**config.mk**
```make
export PLATFORM = sky130hd
export DESIGN_NAME = serial_cfg_loader
export DESIGN_NICKNAME = d
export VERILOG_FILES = /design/src/rtl/cfgld_pkg.sv /design/src/rtl/cfgld_datapath.sv /design/src/rtl/cfgld_ctrl.sv /design/src/rtl/serial_cfg_loader.sv
export SDC_FILE = /design/constraint.sdc
export NUM_CORES = 1
export LEC_CHECK = 0
export BUFFER_PORTS_ARGS = -buffer_cell sky130_fd_sc_hd__buf_4
export CORE_MARGIN = 10
export CORE_UTILIZATION = 40
export DETAILED_ROUTE_END_ITERATION = 8
export PLACE_DENSITY_LB_ADDON = 0.25
export SKIP_LAST_GASP = 1
export SYNTH_ARGS = -nofsm -noshare
export SYNTH_HDL_FRONTEND = slang
export SYNTH_SLANG_ARGS = --single-unit
```
**constraint.sdc**
```tcl
create_clock -name clk -period 2.38 [get_ports clk]
set_input_delay 0.714 -clock clk [delete_from_list [all_inputs] [get_ports clk]]
set_output_delay 0.714 -clock clk [all_outputs]
set_load 0.02 [all_outputs]
```
**src/rtl/cfgld_pkg.sv**
```systemverilog
package cfgld_pkg;

  typedef enum logic [1:0] {
    ERR_NONE         = 2'd0,
    ERR_INIT_TIMEOUT = 2'd1,
    ERR_CRC          = 2'd2,
    ERR_DONE_TIMEOUT = 2'd3
  } errCode_e;

  // strobes from control to datapath
  typedef struct packed {
    logic clrTimer;
    logic clrCount;
    logic loadByte;
    logic clkRun;
    logic tailMode;
  } dpCtrl_t;

  // status from datapath to control
  typedef struct packed {
    logic periodEnd;
    logic lastBit;
    logic allSent;
    logic timeUp;
  } dpStat_t;

endpackage

```
**src/rtl/cfgld_datapath.sv**
```systemverilog
module cfgld_datapath
  import cfgld_pkg::*;
#(
  parameter int HALF_PERIOD = 4,
  parameter int TIMEOUT_CYC = 1000000,
  parameter int LEN_W       = 16
) (
  input  logic             clk,
  input  logic             rstN,
  input  dpCtrl_t          ctl,
  input  logic [7:0]       inData,
  input  logic [LEN_W-1:0] totalBytes,
  output dpStat_t          stat,
  output logic             cfgClk,
  output logic             cfgDin
);
  // at least two cycles per half so data settles a cycle before the rise
  localparam int EFF_HALF = (HALF_PERIOD < 2) ? 2 : HALF_PERIOD;
  localparam int DIV_W    = $clog2(EFF_HALF + 1);
  localparam int EFF_TO   = (TIMEOUT_CYC < 2) ? 2 : TIMEOUT_CYC;
  localparam int TMR_W    = $clog2(EFF_TO + 1);

  logic [DIV_W-1:0] divCnt;
  logic             clkLevel;
  logic             halfTick;
  logic [7:0]       shiftReg;
  logic [2:0]       bitCnt;
  logic [LEN_W-1:0] byteCnt;
  logic [LEN_W-1:0] totalReg;
  logic [TMR_W-1:0] timerCnt;
  logic             dinReg;

  assign halfTick = ctl.clkRun && (divCnt == DIV_W'(EFF_HALF - 1));

  // clock divider: low half then high half
  always_ff @(posedge clk) begin
    if (!rstN || !ctl.clkRun) begin
      divCnt   <= '0;
      clkLevel <= 1'b0;
    end else if (halfTick) begin
      divCnt   <= '0;
      clkLevel <= ~clkLevel;
    end else begin
      divCnt <= divCnt + DIV_W'(1);
    end
  end

  assign stat.periodEnd = halfTick && clkLevel;
  assign stat.lastBit   = stat.periodEnd && (bitCnt == 3'd7) && !ctl.tailMode;

  // shift register, MSB first, refilled with ones
  always_ff @(posedge clk) begin
    if (!rstN) begin
      shiftReg <= 8'hFF;
      bitCnt   <= '0;
    end else if (ctl.loadByte) begin
      shiftReg <= inData;
      bitCnt   <= '0;
    end else if (stat.periodEnd && !ctl.tailMode) begin
      shiftReg <= {shiftReg[6:0], 1'b1};
      bitCnt   <= bitCnt + 3'd1;
    end
  end

  // byte accounting
  always_ff @(posedge clk) begin
    if (!rstN) begin
      byteCnt  <= '0;
      totalReg <= '0;
    end else if (ctl.clrCount) begin
      byteCnt  <= '0;
      totalReg <= totalBytes;
    end else if (ctl.loadByte) begin
      byteCnt <= byteCnt + LEN_W'(1);
    end
  end

  assign stat.allSent = (byteCnt == totalReg);

  // wait-phase timeout
  always_ff @(posedge clk) begin
    if (!rstN || ctl.clrTimer) begin
      timerCnt <= '0;
    end else if (!stat.timeUp) begin
      timerCnt <= timerCnt + TMR_W'(1);
    end
  end

  assign stat.timeUp = (timerCnt == TMR_W'(EFF_TO - 1));

  // data registered one cycle behind the shift so it moves while clock is low
  always_ff @(posedge clk) begin
    if (!rstN) dinReg <= 1'b1;
    else       dinReg <= ctl.tailMode ? 1'b1 : shiftReg[7];
  end

  assign cfgClk = clkLevel;
  assign cfgDin = dinReg;

  assert_din_steady_R4: assert property (@(posedge clk) disable iff (!rstN)
    cfgClk |-> $stable(cfgDin));

  assert_load_clk_low_R10: assert property (@(posedge clk) disable iff (!rstN)
    ctl.loadByte |-> !cfgClk);

endmodule

```
**src/rtl/cfgld_ctrl.sv**
```systemverilog
module cfgld_ctrl
  import cfgld_pkg::*;
(
  input  logic       clk,
  input  logic       rstN,
  input  logic       start,
  input  logic       initIn,
  input  logic       doneIn,
  input  logic       inValid,
  input  dpStat_t    stat,
  output dpCtrl_t    ctl,
  output logic       progReq,
  output logic       busy,
  output logic       inReady,
  output logic       doneOk,
  output logic       errValid,
  output logic [1:0] errCode
);
  typedef enum logic [2:0] {
    S_IDLE, S_PROG, S_INIT_CLR, S_FETCH, S_SHIFT, S_TAIL, S_REPORT
  } state_e;

  state_e   state, nextState;
  logic     resOk, nextResOk;
  errCode_e errReg, nextErr;
  logic     crcFault;

  assign crcFault = initIn && !doneIn;

  always_comb begin
    nextState    = state;
    nextResOk    = resOk;
    nextErr      = errReg;
    ctl          = '0;
    ctl.clrTimer = 1'b1;
    case (state)
      S_IDLE: if (start) begin
        nextState    = S_PROG;
        ctl.clrCount = 1'b1;
        nextErr      = ERR_NONE;
        nextResOk    = 1'b0;
      end
      S_PROG: begin
        ctl.clrTimer = 1'b0;
        if (initIn) begin
          nextState    = S_INIT_CLR;
          ctl.clrTimer = 1'b1;
        end else if (stat.timeUp) begin
          nextState = S_REPORT;
          nextErr   = ERR_INIT_TIMEOUT;
        end
      end
      S_INIT_CLR: begin
        ctl.clrTimer = 1'b0;
        if (!initIn) begin
          nextState = S_FETCH;
        end else if (stat.timeUp) begin
          nextState = S_REPORT;
          nextErr   = ERR_INIT_TIMEOUT;
        end
      end
      S_FETCH: begin
        if (stat.allSent) begin
          nextState = S_TAIL;
        end else if (crcFault) begin
          nextState = S_REPORT;
          nextErr   = ERR_CRC;
        end else if (inValid) begin
          ctl.loadByte = 1'b1;
          nextState    = S_SHIFT;
        end
      end
      S_SHIFT: begin
        ctl.clkRun = 1'b1;
        if (stat.lastBit) nextState = S_FETCH;
      end
      S_TAIL: begin
        ctl.clrTimer = 1'b0;
        ctl.tailMode = 1'b1;
        if (doneIn) begin
          nextState = S_REPORT;
          nextResOk = 1'b1;
        end else if (stat.timeUp) begin
          nextState = S_REPORT;
          nextErr   = ERR_DONE_TIMEOUT;
        end else begin
          ctl.clkRun = 1'b1;
        end
      end
      S_REPORT: nextState = S_IDLE;
      default:  nextState = S_IDLE;
    endcase
  end

  always_ff @(posedge clk) begin
    if (!rstN) begin
      state  <= S_IDLE;
      resOk  <= 1'b0;
      errReg <= ERR_NONE;
    end else begin
      state  <= nextState;
      resOk  <= nextResOk;
      errReg <= nextErr;
    end
  end

  assign progReq  = (state == S_PROG);
  assign busy     = (state != S_IDLE);
  assign inReady  = (state == S_FETCH) && !stat.allSent && !crcFault;
  assign doneOk   = (state == S_REPORT) && resOk;
  assign errValid = (state == S_REPORT) && !resOk;
  assign errCode  = errValid ? errReg : ERR_NONE;

  assert_start_only_R1: assert property (@(posedge clk) disable iff (!rstN)
    $rose(busy) |-> $past(start));

  assert_release_after_init_R2: assert property (@(posedge clk) disable iff (!rstN)
    $fell(progReq) |-> ($past(initIn) || errValid));

  assert_crc_cause_R5: assert property (@(posedge clk) disable iff (!rstN)
    (errValid && errCode == 2'd2) |-> $past(initIn && !doneIn));

  assert_ok_needs_done_R6: assert property (@(posedge clk) disable iff (!rstN)
    doneOk |-> $past(doneIn));

  assert_result_then_idle_R8: assert property (@(posedge clk) disable iff (!rstN)
    (doneOk || errValid) |=> !busy);

endmodule

```
**src/rtl/serial_cfg_loader.sv**
```systemverilog
module serial_cfg_loader
  import cfgld_pkg::*;
#(
  parameter int HALF_PERIOD = 4,
  parameter int TIMEOUT_CYC = 1000000,
  parameter int LEN_W       = 16
) (
  input  logic             clk,
  input  logic             rstN,
  input  logic             start,
  input  logic [LEN_W-1:0] totalBytes,
  input  logic [7:0]       inData,
  input  logic             inValid,
  output logic             inReady,
  output logic             progReq,
  input  logic             initIn,
  input  logic             doneIn,
  output logic             cfgClk,
  output logic             cfgDin,
  output logic             busy,
  output logic             doneOk,
  output logic             errValid,
  output logic [1:0]       errCode
);
  dpCtrl_t ctl;
  dpStat_t stat;

  cfgld_ctrl u_ctrl (
    .clk      (clk),
    .rstN     (rstN),
    .start    (start),
    .initIn   (initIn),
    .doneIn   (doneIn),
    .inValid  (inValid),
    .stat     (stat),
    .ctl      (ctl),
    .progReq  (progReq),
    .busy     (busy),
    .inReady  (inReady),
    .doneOk   (doneOk),
    .errValid (errValid),
    .errCode  (errCode)
  );

  cfgld_datapath #(
    .HALF_PERIOD (HALF_PERIOD),
    .TIMEOUT_CYC (TIMEOUT_CYC),
    .LEN_W       (LEN_W)
  ) u_dp (
    .clk        (clk),
    .rstN       (rstN),
    .ctl        (ctl),
    .inData     (inData),
    .totalBytes (totalBytes),
    .stat       (stat),
    .cfgClk     (cfgClk),
    .cfgDin     (cfgDin)
  );

  assert_no_clk_handshake_R3: assert property (@(posedge clk) disable iff (!rstN)
    progReq |-> !cfgClk);

  assert_ready_gated_R10: assert property (@(posedge clk) disable iff (!rstN)
    inReady |-> (busy && !cfgClk));

endmodule

```
==> results of run 1 <==
==> repair_timing <==
action / CTS / global route
resized for setup: 16 / 6
pin swaps: 6 / 0
setup endpoints to repair: 1 / 4
buffers inserted: 3 / 0
hold buffers: 0 / 0
==> sequential cells by signal, summed over array words and instances, names as in the netlist <==
name           count
u_dp.timerCnt     20
u_dp.byteCnt      16
u_dp.totalReg     16
u_dp.shiftReg      8
u_ctrl.state       3
u_dp.bitCnt        3
u_dp.divCnt        3
u_ctrl.errReg      2
u_ctrl.resOk       1
u_dp.cfgClk        1
u_dp.cfgDin        1
==> cells by family (layout without fill, tap and decap cells) <==
family	after synthesis	in the layout	synth area share [%]
AOI/OAI and AO/OA	68	68	12.8
xor gates and xnor gates	37	37	8.94
adders and majority gates	6	6	2.07
buffers and inverters	27	93	3.11
DFF	74	74	40.9
muxes	18	18	5.21
and+or+nand+nor	195	195	27.0
==> stage by stage <==
stage / setup slack (ns) / power, mW
CTS: -0.0323 / 2.86
global route: -0.107 / 2.97
finish: 0.00186 / 2.84
floorplan: 0.0785 / 1.57
detailed placement: -0.0287 / 1.73
global placement: 0.0123 / 1.72
==> metal layers <==
metal	up-vias	routed length, µm
li1	1599	-
met1	1429	4170
met2	48	4050
met3	13	284
met4	0	124
met5	-	0
==> report_power, final <==
part	switching, mW	total [mW]	internal, mW
Combinational	0.230	0.420	0.189
Sequential	0.0273	1.30	1.28
Clock	0.493	1.11	0.621
==> path summary, 6_finish.rpt <==
| check | slack [ns] | end | startpoint |
|---|---|---|---|
| worst max-delay path | 0.002 | inReady | u_dp.byteCnt[8] |
| worst min-delay path | 0.44 | u_dp.divCnt[0] | u_dp.divCnt[0] |
| worst max register to register | 0.19 | u_dp.byteCnt[12] | u_dp.byteCnt[2] |
| worst min register to register | 0.44 | u_dp.divCnt[0] | u_dp.divCnt[0] |
==> final cells by class <==
class	instances	share of cell area [%]
flip-flops and latches	74	33.0
multi-input cells	324	46.4
well taps	108	2.99
clock inverters	6	1.96
clock buffers	10	3.04
repair buffers	70	12.0
inverters	7	0.581
==> worst max-delay path, stage by stage (launching register included) <==
cell	delay, ns
dfxtp_1	0.33
xor2_1	0.17
nor4_2	0.38
nand4_4	0.17
nand2_4	0.11
nor2_4	0.05
buf_6	0.12
==> cells in the final DEF, fill, tap and decap left out, types with 8 or more instances in the layout <==
cell type	synthesis	layout
a21boi_0	15	15
a21oi_1	13	13
nand3_1	13	13
o21ai_0	11	10
xnor2_1	8	8
mux2i_1	11	11
nand2_1	66	65
nand4_1	9	9
nor2_1	46	44
dfxtp_1	74	68
clkbuf_8	0	10
buf_4	2	68
xor2_1	29	28
==> metrics.txt, run 1 <==
M3 GR Usage 2.45%; WL/cell 14.4 µm; placed instance count 580; Total Routing Usage GR 13.4%; number of vias per cell between 5 and 6; Synth Area per Inst 8.53 µm²; core area 8760 µm²; Yosys cell types 53; n_diodes 0; first drt pass iteration count 4; HPWL after DPL 6.36 mm; Synth Net Count approximately 460; WL final 8.63 mm; RSZ-0062 raised after global routing true; DR iter-0 viols 149; number of fill cells in the layout 852; Cell Area, Placed around 4200 µm²; status finished clean; total negative setup slack 0 ns; Register Area 1490 µm²; layout cells sized above 1 23.4%; final hold vios 0; Max VDD drop 0.277 mV; Layout Utilization between 50% and 60%; IO Count 39; final count of pins violating max slew 0; final instance area 4520 µm²; vias post-DR between 3,000 and 4,000; Ys Warns 0; Clock Latency Late Sink 0.35 ns; register area share after synthesis between 40 and 50%; worst path required time 1.67 ns; first-pass GRT wire length 14.7 mm; ys async rst share 0%; Starting Density between 40 and 50%; top-count cell post-synth dfxtp_1; Hold Slack 0.437 ns; leading area contributor after synthesis dfxtp_1; clock sinks 74; Commonest cells post-synth dfxtp_1, nand2_1, nor2_1, xor2_1; critical path class reg2out; non-filler instance count after layout between 500 and 600; minimum clock period 2.38 ns; Hold Path Class reg2reg; row cnt 34; ANT nets after route 0; Post-synth EDFFs 0; worst r2r path cells 7; leakage dissipation 1.90 nW; clock root buffer clkbuf_8; DRC Markers 0; multi-input gate area in the final layout 2100 µm²; I/O Buffers 38; Worst Tran Pin Value approximately 0.61 ns; RePlAce Congestion 0.815; Max-Cap Viols 0; die width 115 µm; largest net degree at the start of global routing 22; GRT Max-Usage Layer met2; Top FF cell, synth dfxtp_1; top-area cell type share of the netlist area 40.9%; GRT overflow 0; met2 Use GR 21.5%; flops & latches, synth 74; Die Y-Extent 115 µm; PwrDens 627 nW/µm²; clock-pin slew on the worst setup and hold paths roughly 0.080 ns; Clock Tree Buf Depth 2; clock skew 0.0108 ns; Synth Cell Area 3630 µm²; ranking of synthesized cells by area dfxtp_1, xor2_1, nand2_1; vias in the first global route ~3,100; crit path launch type flop; nets 522; Slew headroom 59.1%; final setup violating endpoints 0; Worst Setup End Kind output port; Hold Crit Depth 1; final period utilization 99.9%; TritonCTS clock tree yes; synthesis-to-finish area growth 24.8%; critical path arrival 1.66 ns; grt met1 use 17.5%; Syn Inst Count 425; H-tree levels 3; CP max FO 2; Max Clk Rate 420 MHz; antenna violations before repair 0; cts bufs inserted 9; die area around 13,000 µm²
Power figures use the tool's default switching activity.
==> run 2, diff against run 1 <==
--- a/config.mk
+++ b/config.mk
@@ -10,6 +10,7 @@
 export CORE_UTILIZATION = 40
 export DETAILED_ROUTE_END_ITERATION = 8
 export PLACE_DENSITY_LB_ADDON = 0.25
+export REMOVE_ABC_BUFFERS = 1
 export SKIP_LAST_GASP = 1
 export SYNTH_ARGS = -nofsm -noshare
 export SYNTH_HDL_FRONTEND = slang
==> metrics.txt, run 2 (synthesis gave the netlist of run 1 again) <==
commonest non-fill, non-tap cell in the layout dfxtp_1; antenna violations before repair 0 (unchanged); Cell Area, Placed 4170 µm² (was 4190 µm²); minimum clock period 2.42 ns (was 2.38 ns); max FFs per register 20 (unchanged); number of hold-repair buffers added at the cts stage 0 (unchanged); biggest regs u_dp.timerCnt (20), u_dp.byteCnt (16), u_dp.totalReg (16) (unchanged); Clock Latency Late Sink 0.35 ns (about the same); I/O Buffers 38 (unchanged); failing checks negative setup slack; number of vias per cell 5.12 (was 5.16); final instance area 4460 µm² (was 4520 µm²); Worst Setup End Kind output port (unchanged); Hold Path Class reg2reg (unchanged); clock skew 0.0112 ns (was 0.0108 ns); Starting Density 41.4% (unchanged); clock-pin slew on the worst setup and hold paths 0.08 ns (about the same); PwrDens 624 nW/µm² (was 627 nW/µm²); RSZ-0062 raised after global routing true (unchanged); CP max stage cell dfxtp_4 (was nor4_2); critical path arrival 1.71 ns (was 1.66 ns); DR iter-0 viols 109 (was 149); DRC Markers 0 (unchanged); CP Buf/Inv Count 2 (was 1); nets 519 (was 522); IO Count 39 (unchanged); final hold vios 0 (unchanged); final worst slack -0.0393 ns (was 0.00186 ns); largest net degree at the start of global routing 22 (unchanged); TritonCTS clock tree yes (unchanged); WL/cell 13.7 µm (was 14.4 µm); HPWL after DPL 5.93 mm (was 6.36 mm); critical path class reg2out (unchanged); Hold Slack 0.438 ns (was 0.437 ns); leakage dissipation 1.87 nW (was 1.90 nW); vias post-DR 3,054 (was 3,089); Total Routing Usage GR 12.8% (was 13.4%); crit path launch type flop (unchanged); row cnt 34 (unchanged); final period utilization 102% (was 99.9%); worst path required time 1.67 ns (about the same); Max VDD drop 0.356 mV (was 0.277 mV); GRT overflow 0 (unchanged); n_diodes 0 (unchanged); Die Y-Extent 115 µm (unchanged); layout cells sized above 1 22.1% (was 23.4%); Slew headroom 55.0% (was 59.1%); Max-Cap Viols 0 (unchanged); ANT nets after route 0 (unchanged); core area 8760 µm² (unchanged); first drt pass iteration count 4 (unchanged); H-tree levels 3 (unchanged); Biggest register u_dp.timerCnt (unchanged); final count of pins violating max slew 0 (unchanged); final setup violating endpoints 1 (was 0); WL final 8.16 mm (was 8.63 mm); status complete, but fails checks (was finished clean); vias in the first global route 3,147 (was 3,087); CP top delay family simple AND/OR/NAND/NOR gates (unchanged); slowest cell delay on critical path 0.35 ns (was 0.38 ns); synthesis-to-finish area growth 23.1% (was 24.8%); dpl ws 0.0251 ns (was -0.0287 ns); Max Clk Rate 413 MHz (was 420 MHz); most frequent cells in the layout dfxtp_1, buf_4, nand2_1 (was buf_4, dfxtp_1, nand2_1); RePlAce Congestion 0.849 (was 0.815); cts bufs inserted 9 (unchanged); first-pass GRT wire length 14.0 mm (was 14.7 mm); CP cell instances xor2_1, nor4_2, buf_4, nand4_4, nand2_2, nor2_2, buf_6 (was xor2_1, nor4_2, nand4_4, nand2_4, nor2_4, buf_6); die width 115 µm (unchanged); Worst Tran Pin Value 0.675 ns (was 0.614 ns); CP max FO 2 (unchanged); clock sinks 74 (unchanged); Clock Tree Buf Depth 2 (unchanged); die area 13,300 µm² (unchanged); clock root buffer clkbuf_8 (unchanged)
[run 2: cell types whose count changed in the layout (fill, tap and decap cells not counted), sizes merged]
| cell | before | now |
|---|---|---|
| clkbuf | 10 | 11 |
| clkinvlp | 2 | 1 |
| inv | 8 | 7 |
| clkinv | 1 | 2 |
| buf | 70 | 67 |
[run 2: per-layer routing]
layer	global-route usage [%]	up-vias	wire length (µm)
met2	20.6	46	3880
met3	4.22	4	392
met4	5.03	0	57
met5	0	-	0
li1	-	1592	-
met1	15.3	1412	3830
[run 2: report_power, final]
| part | internal, mW | switching (mW) | total, mW |
|---|---|---|---|
| sequential | 1.28 | 0.0317 | 1.31 |
| clock | 0.616 | 0.456 | 1.07 |
| combinational | 0.185 | 0.219 | 0.404 |
[run 2: repair_timing]
| action | 4_1_cts | 5_1_grt |
|---|---|---|
| gates resized for setup | 11 | 4 |
| pin swaps | 3 | 0 |
| endpoints found under the hold margin | 0 | 0 |
| buffers inserted | 1 | 0 |
| endpoints found under the setup margin | 3 | 5 |
[run 2: final timing paths]
path	cells after the start	startpoint	end	slack (ns)
max	7	u_dp.byteCnt[9]	inReady	-0.04
min	1	u_dp.divCnt[0]	u_dp.divCnt[0]	0.44
max reg2reg	7	u_dp.byteCnt[12]	u_dp.byteCnt[10]	0.24
min reg2reg	1	u_dp.divCnt[0]	u_dp.divCnt[0]	0.44
[run 2: per-stage QoR]
stage                     utilization (%)  TNS (ns)  total power, mW  std cells
after floorplan                         -         0             1.55        405
after global placement               47.6         0             1.71        579
after detailed placement             47.6         0             1.72        579
after CTS                            50.7   -0.0837             2.82        596
after global routing                 50.9    -0.139             2.92        596
final                                50.9   -0.0393             2.79        596
[run 2: area by class of cell]
type	instances	area [µm²]
Clock buffer	11	141
Clock inverter	5	77.6
Fill cell	856	4300
Inverter	7	26.3
Multi-Input combinational cell	324	2090
Sequential cell	74	1490
Tap cell	108	135
Timing Repair Buffer	67	507
==> run 3, diff against run 2 <==
--- a/config.mk
+++ b/config.mk
@@ -8,10 +8,12 @@
 export BUFFER_PORTS_ARGS = -buffer_cell sky130_fd_sc_hd__buf_4
 export CORE_MARGIN = 10
 export CORE_UTILIZATION = 40
+export CTS_BUF_LIST = sky130_fd_sc_hd__clkbuf_8
 export DETAILED_ROUTE_END_ITERATION = 8
 export PLACE_DENSITY_LB_ADDON = 0.25
 export REMOVE_ABC_BUFFERS = 1
 export SKIP_LAST_GASP = 1
 export SYNTH_ARGS = -nofsm -noshare
 export SYNTH_HDL_FRONTEND = slang
+export SYNTH_HIERARCHICAL = 1
 export SYNTH_SLANG_ARGS = --single-unit
==> metrics.txt, run 3 <==
CP max stage cell nor4_4 (was dfxtp_4); RSZ-0062 raised after global routing true (unchanged); largest net degree at the start of global routing 25 (was 22); Synth Area per Inst 8.88 µm² (was 8.53 µm²); most frequent CP cell buf_6; WL/cell 13.7 µm (about the same); critical path arrival 1.96 ns (was 1.71 ns); crit path launch type flop (unchanged); final worst slack -0.291 ns (was -0.0393 ns); Post-synth EDFFs 0 (unchanged); Clock Latency Late Sink 0.35 ns (about the same); Layout Utilization 55.8% (was 50.9%); final period utilization 112% (was 102%); Die Y-Extent 116 µm (was 115 µm); final instance area 4930 µm² (was 4460 µm²); ranking of synthesized cells by area dfxtp_1, mux2i_1, xnor2_1 (was dfxtp_1, xor2_1, nand2_1); die width 116 µm (was 115 µm); non-filler instance count after layout 636 (was 596); synthesis-to-finish area growth 33.9% (was 23.1%); ANT nets after route 0 (unchanged); number of hold-repair buffers added at the cts stage 0 (unchanged); Commonest cells post-synth dfxtp_1, nor2_1, mux2i_1, xnor2_1, nand2_1 (was dfxtp_1, nand2_1, nor2_1, xor2_1); IO Count 39 (unchanged); first drt pass iteration count 4 (unchanged); Worst Setup End Kind output port (unchanged); HPWL after DPL 6.24 mm (was 5.93 mm); clock-pin slew on the worst setup and hold paths 0.08 ns (about the same); Starting Density 41.6% (was 41.4%); final count of pins violating max slew 0 (unchanged); Hold Path Class reg2reg (unchanged); cts bufs inserted 9 (unchanged); antenna violations before repair 0 (unchanged); n_diodes 0 (unchanged); I/O Buffers 38 (unchanged); failing checks negative setup slack (unchanged); Biggest register u_dp/timerCnt (was u_dp.timerCnt); Ys Warns 6 (was 0); Slew headroom 73.6% (was 55.0%); Worst Tran Pin Value 0.395 ns (was 0.675 ns); biggest regs u_dp/timerCnt (20), u_dp/byteCnt (16), u_dp/totalReg (16) (was u_dp.timerCnt (20), u_dp.byteCnt (16), u_dp.totalReg (16)); H-tree levels 3 (unchanged); clock root buffer clkbuf_8 (unchanged); row cnt 34 (unchanged); GRT overflow 0 (unchanged); ys async rst share 0% (unchanged); RePlAce Congestion 0.830 (was 0.849); CP top delay family simple AND/OR/NAND/NOR gates (unchanged); Cell Area, Placed 4530 µm² (was 4170 µm²); CP cell instances xnor2_1, nand4_1, nor4_4, nor3b_4, nand3_2, inv_2, buf_6, buf_6 (was xor2_1, nor4_2, buf_4, nand4_4, nand2_2, nor2_2, buf_6); top-count cell post-synth dfxtp_1 (unchanged); CP max FO 3 (was 2); PwrDens 522 nW/µm² (was 624 nW/µm²); flops & latches, synth 74 (unchanged); vias post-DR 3,237 (was 3,054); Total Routing Usage GR 13.1% (was 12.8%); leading area contributor after synthesis dfxtp_1 (unchanged); vias in the first global route 3,163 (was 3,147); final setup violating endpoints 5 (was 1); WL final 8.73 mm (was 8.16 mm); Top FF cell, synth dfxtp_1 (unchanged); number of vias per cell 5.09 (was 5.12); status complete, but fails checks (unchanged); CP Buf/Inv Count 3 (was 2); layout cells sized above 1 32.2% (was 22.1%); TritonCTS clock tree yes (unchanged); Max-Cap Viols 0 (unchanged); first-pass GRT wire length 14.3 mm (was 14.0 mm); minimum clock period 2.67 ns (was 2.42 ns); Synth Cell Area 3680 µm² (was 3630 µm²); DR iter-0 viols 157 (was 109); final hold vios 0 (unchanged); Clock Tree Buf Depth 2 (unchanged); clock sinks 74 (unchanged); Max VDD drop 0.274 mV (was 0.356 mV); commonest non-fill, non-tap cell in the layout buf_4 (was dfxtp_1); critical path class reg2out (unchanged); max FFs per register 20 (unchanged); leakage dissipation 2.01 nW (was 1.87 nW); Yosys cell types 47 (was 53); register area share after synthesis 40.2% (was 40.9%); placed instance count 610 (was 579); worst path required time 1.67 ns (about the same); most frequent cells in the layout buf_4, dfxtp_1, nor2_1 (was dfxtp_1, buf_4, nand2_1); Max Clk Rate 374 MHz (was 413 MHz); nets 559 (was 519); slowest cell delay on critical path 0.45 ns (was 0.35 ns); core area 8850 µm² (was 8760 µm²); clock skew 0.00763 ns (was 0.0112 ns); DRC Markers 0 (unchanged); Syn Inst Count 415 (was 425); top-area cell type share of the netlist area 40.2% (was 40.9%); die area 13,400 µm² (was 13,300 µm²)
## run 3: cell types whose count changed after synthesis, moves of 15 or more
cell and change:
nor2b_1 +17, nand2_1 -42, mux2i_1 +21, xnor2_1 +20, xor2_1 -22, a21boi_0 -15
## run 3: cell families after synthesis
kind of cell	count (synthesis)	share of synthesized area, %
AO/OA/AOI/OAI	58	9.68
flip-flops	74	40.2
multiplexers	32	8.70
AND/OR/NAND/NOR	183	27.8
adder cells (fa/ha/maj)	6	2.04
XOR/XNOR	35	8.32
buffers and inverters	27	3.23
## run 3: area by class of cell
class                           instances  area [µm²]
Tap cell                              108         135
Multi-Input combinational cell        314        2200
Fill cell                             810        3920
Clock buffer                            9         124
Clock inverter                          7        38.8
Inverter                                8        30.0
Sequential cell                        74        1500
Timing Repair Buffer                  116         912
## run 3: timing repair
action / CTS / global route
gates cloned: 0 / 0
endpoints found under the setup margin: 18 / 33
gates resized for setup: 12 / 35
pin swaps: 7 / 15
setup buffers: 11 / 7
## run 3: per-stage QoR
step / hold WS [ns] / power [mW] / setup TNS [ns] / worst slack, ns
2_1_floorplan: 0.404 / 1.56 / -5.37 / -0.510
3_3_place_gp: 0.413 / 1.73 / -0.417 / -0.111
3_5_place_dp: 0.431 / 1.73 / -0.790 / -0.161
4_1_cts: 0.444 / 2.59 / -1.08 / -0.266
5_1_grt: 0.466 / 2.72 / -2.42 / -0.423
6_report: 0.437 / 2.57 / -0.818 / -0.291
## run 3: per-layer routing
layer	GRT usage [%]	wire length, µm
met1	14.8	3870
met2	22.9	4400
met3	3.72	312
met4	4.84	140
met5	0	0
## run 3: worst paths after layout
path                                   startpoint         endpoint  slack (ns)  cells after the start
worst min register to register     u_dp/divCnt[0]   u_dp/divCnt[0]        0.44                      1
worst max register to register   u_dp/byteCnt[14]  u_ctrl/state[0]       -0.19                     18
worst min-delay path               u_dp/divCnt[0]   u_dp/divCnt[0]        0.44                      1
worst max-delay path            u_dp/totalReg[12]          inReady       -0.29                      8
## run 3: report_power, final
group / internal, mW / switching (mW) / leakage [nW]
combinational: 0.221 / 0.218 / 1.31
sequential: 1.28 / 0.0328 / 0.605
clock: 0.367 / 0.459 / 0.0914
total: 1.86 / 0.710 / 2.01
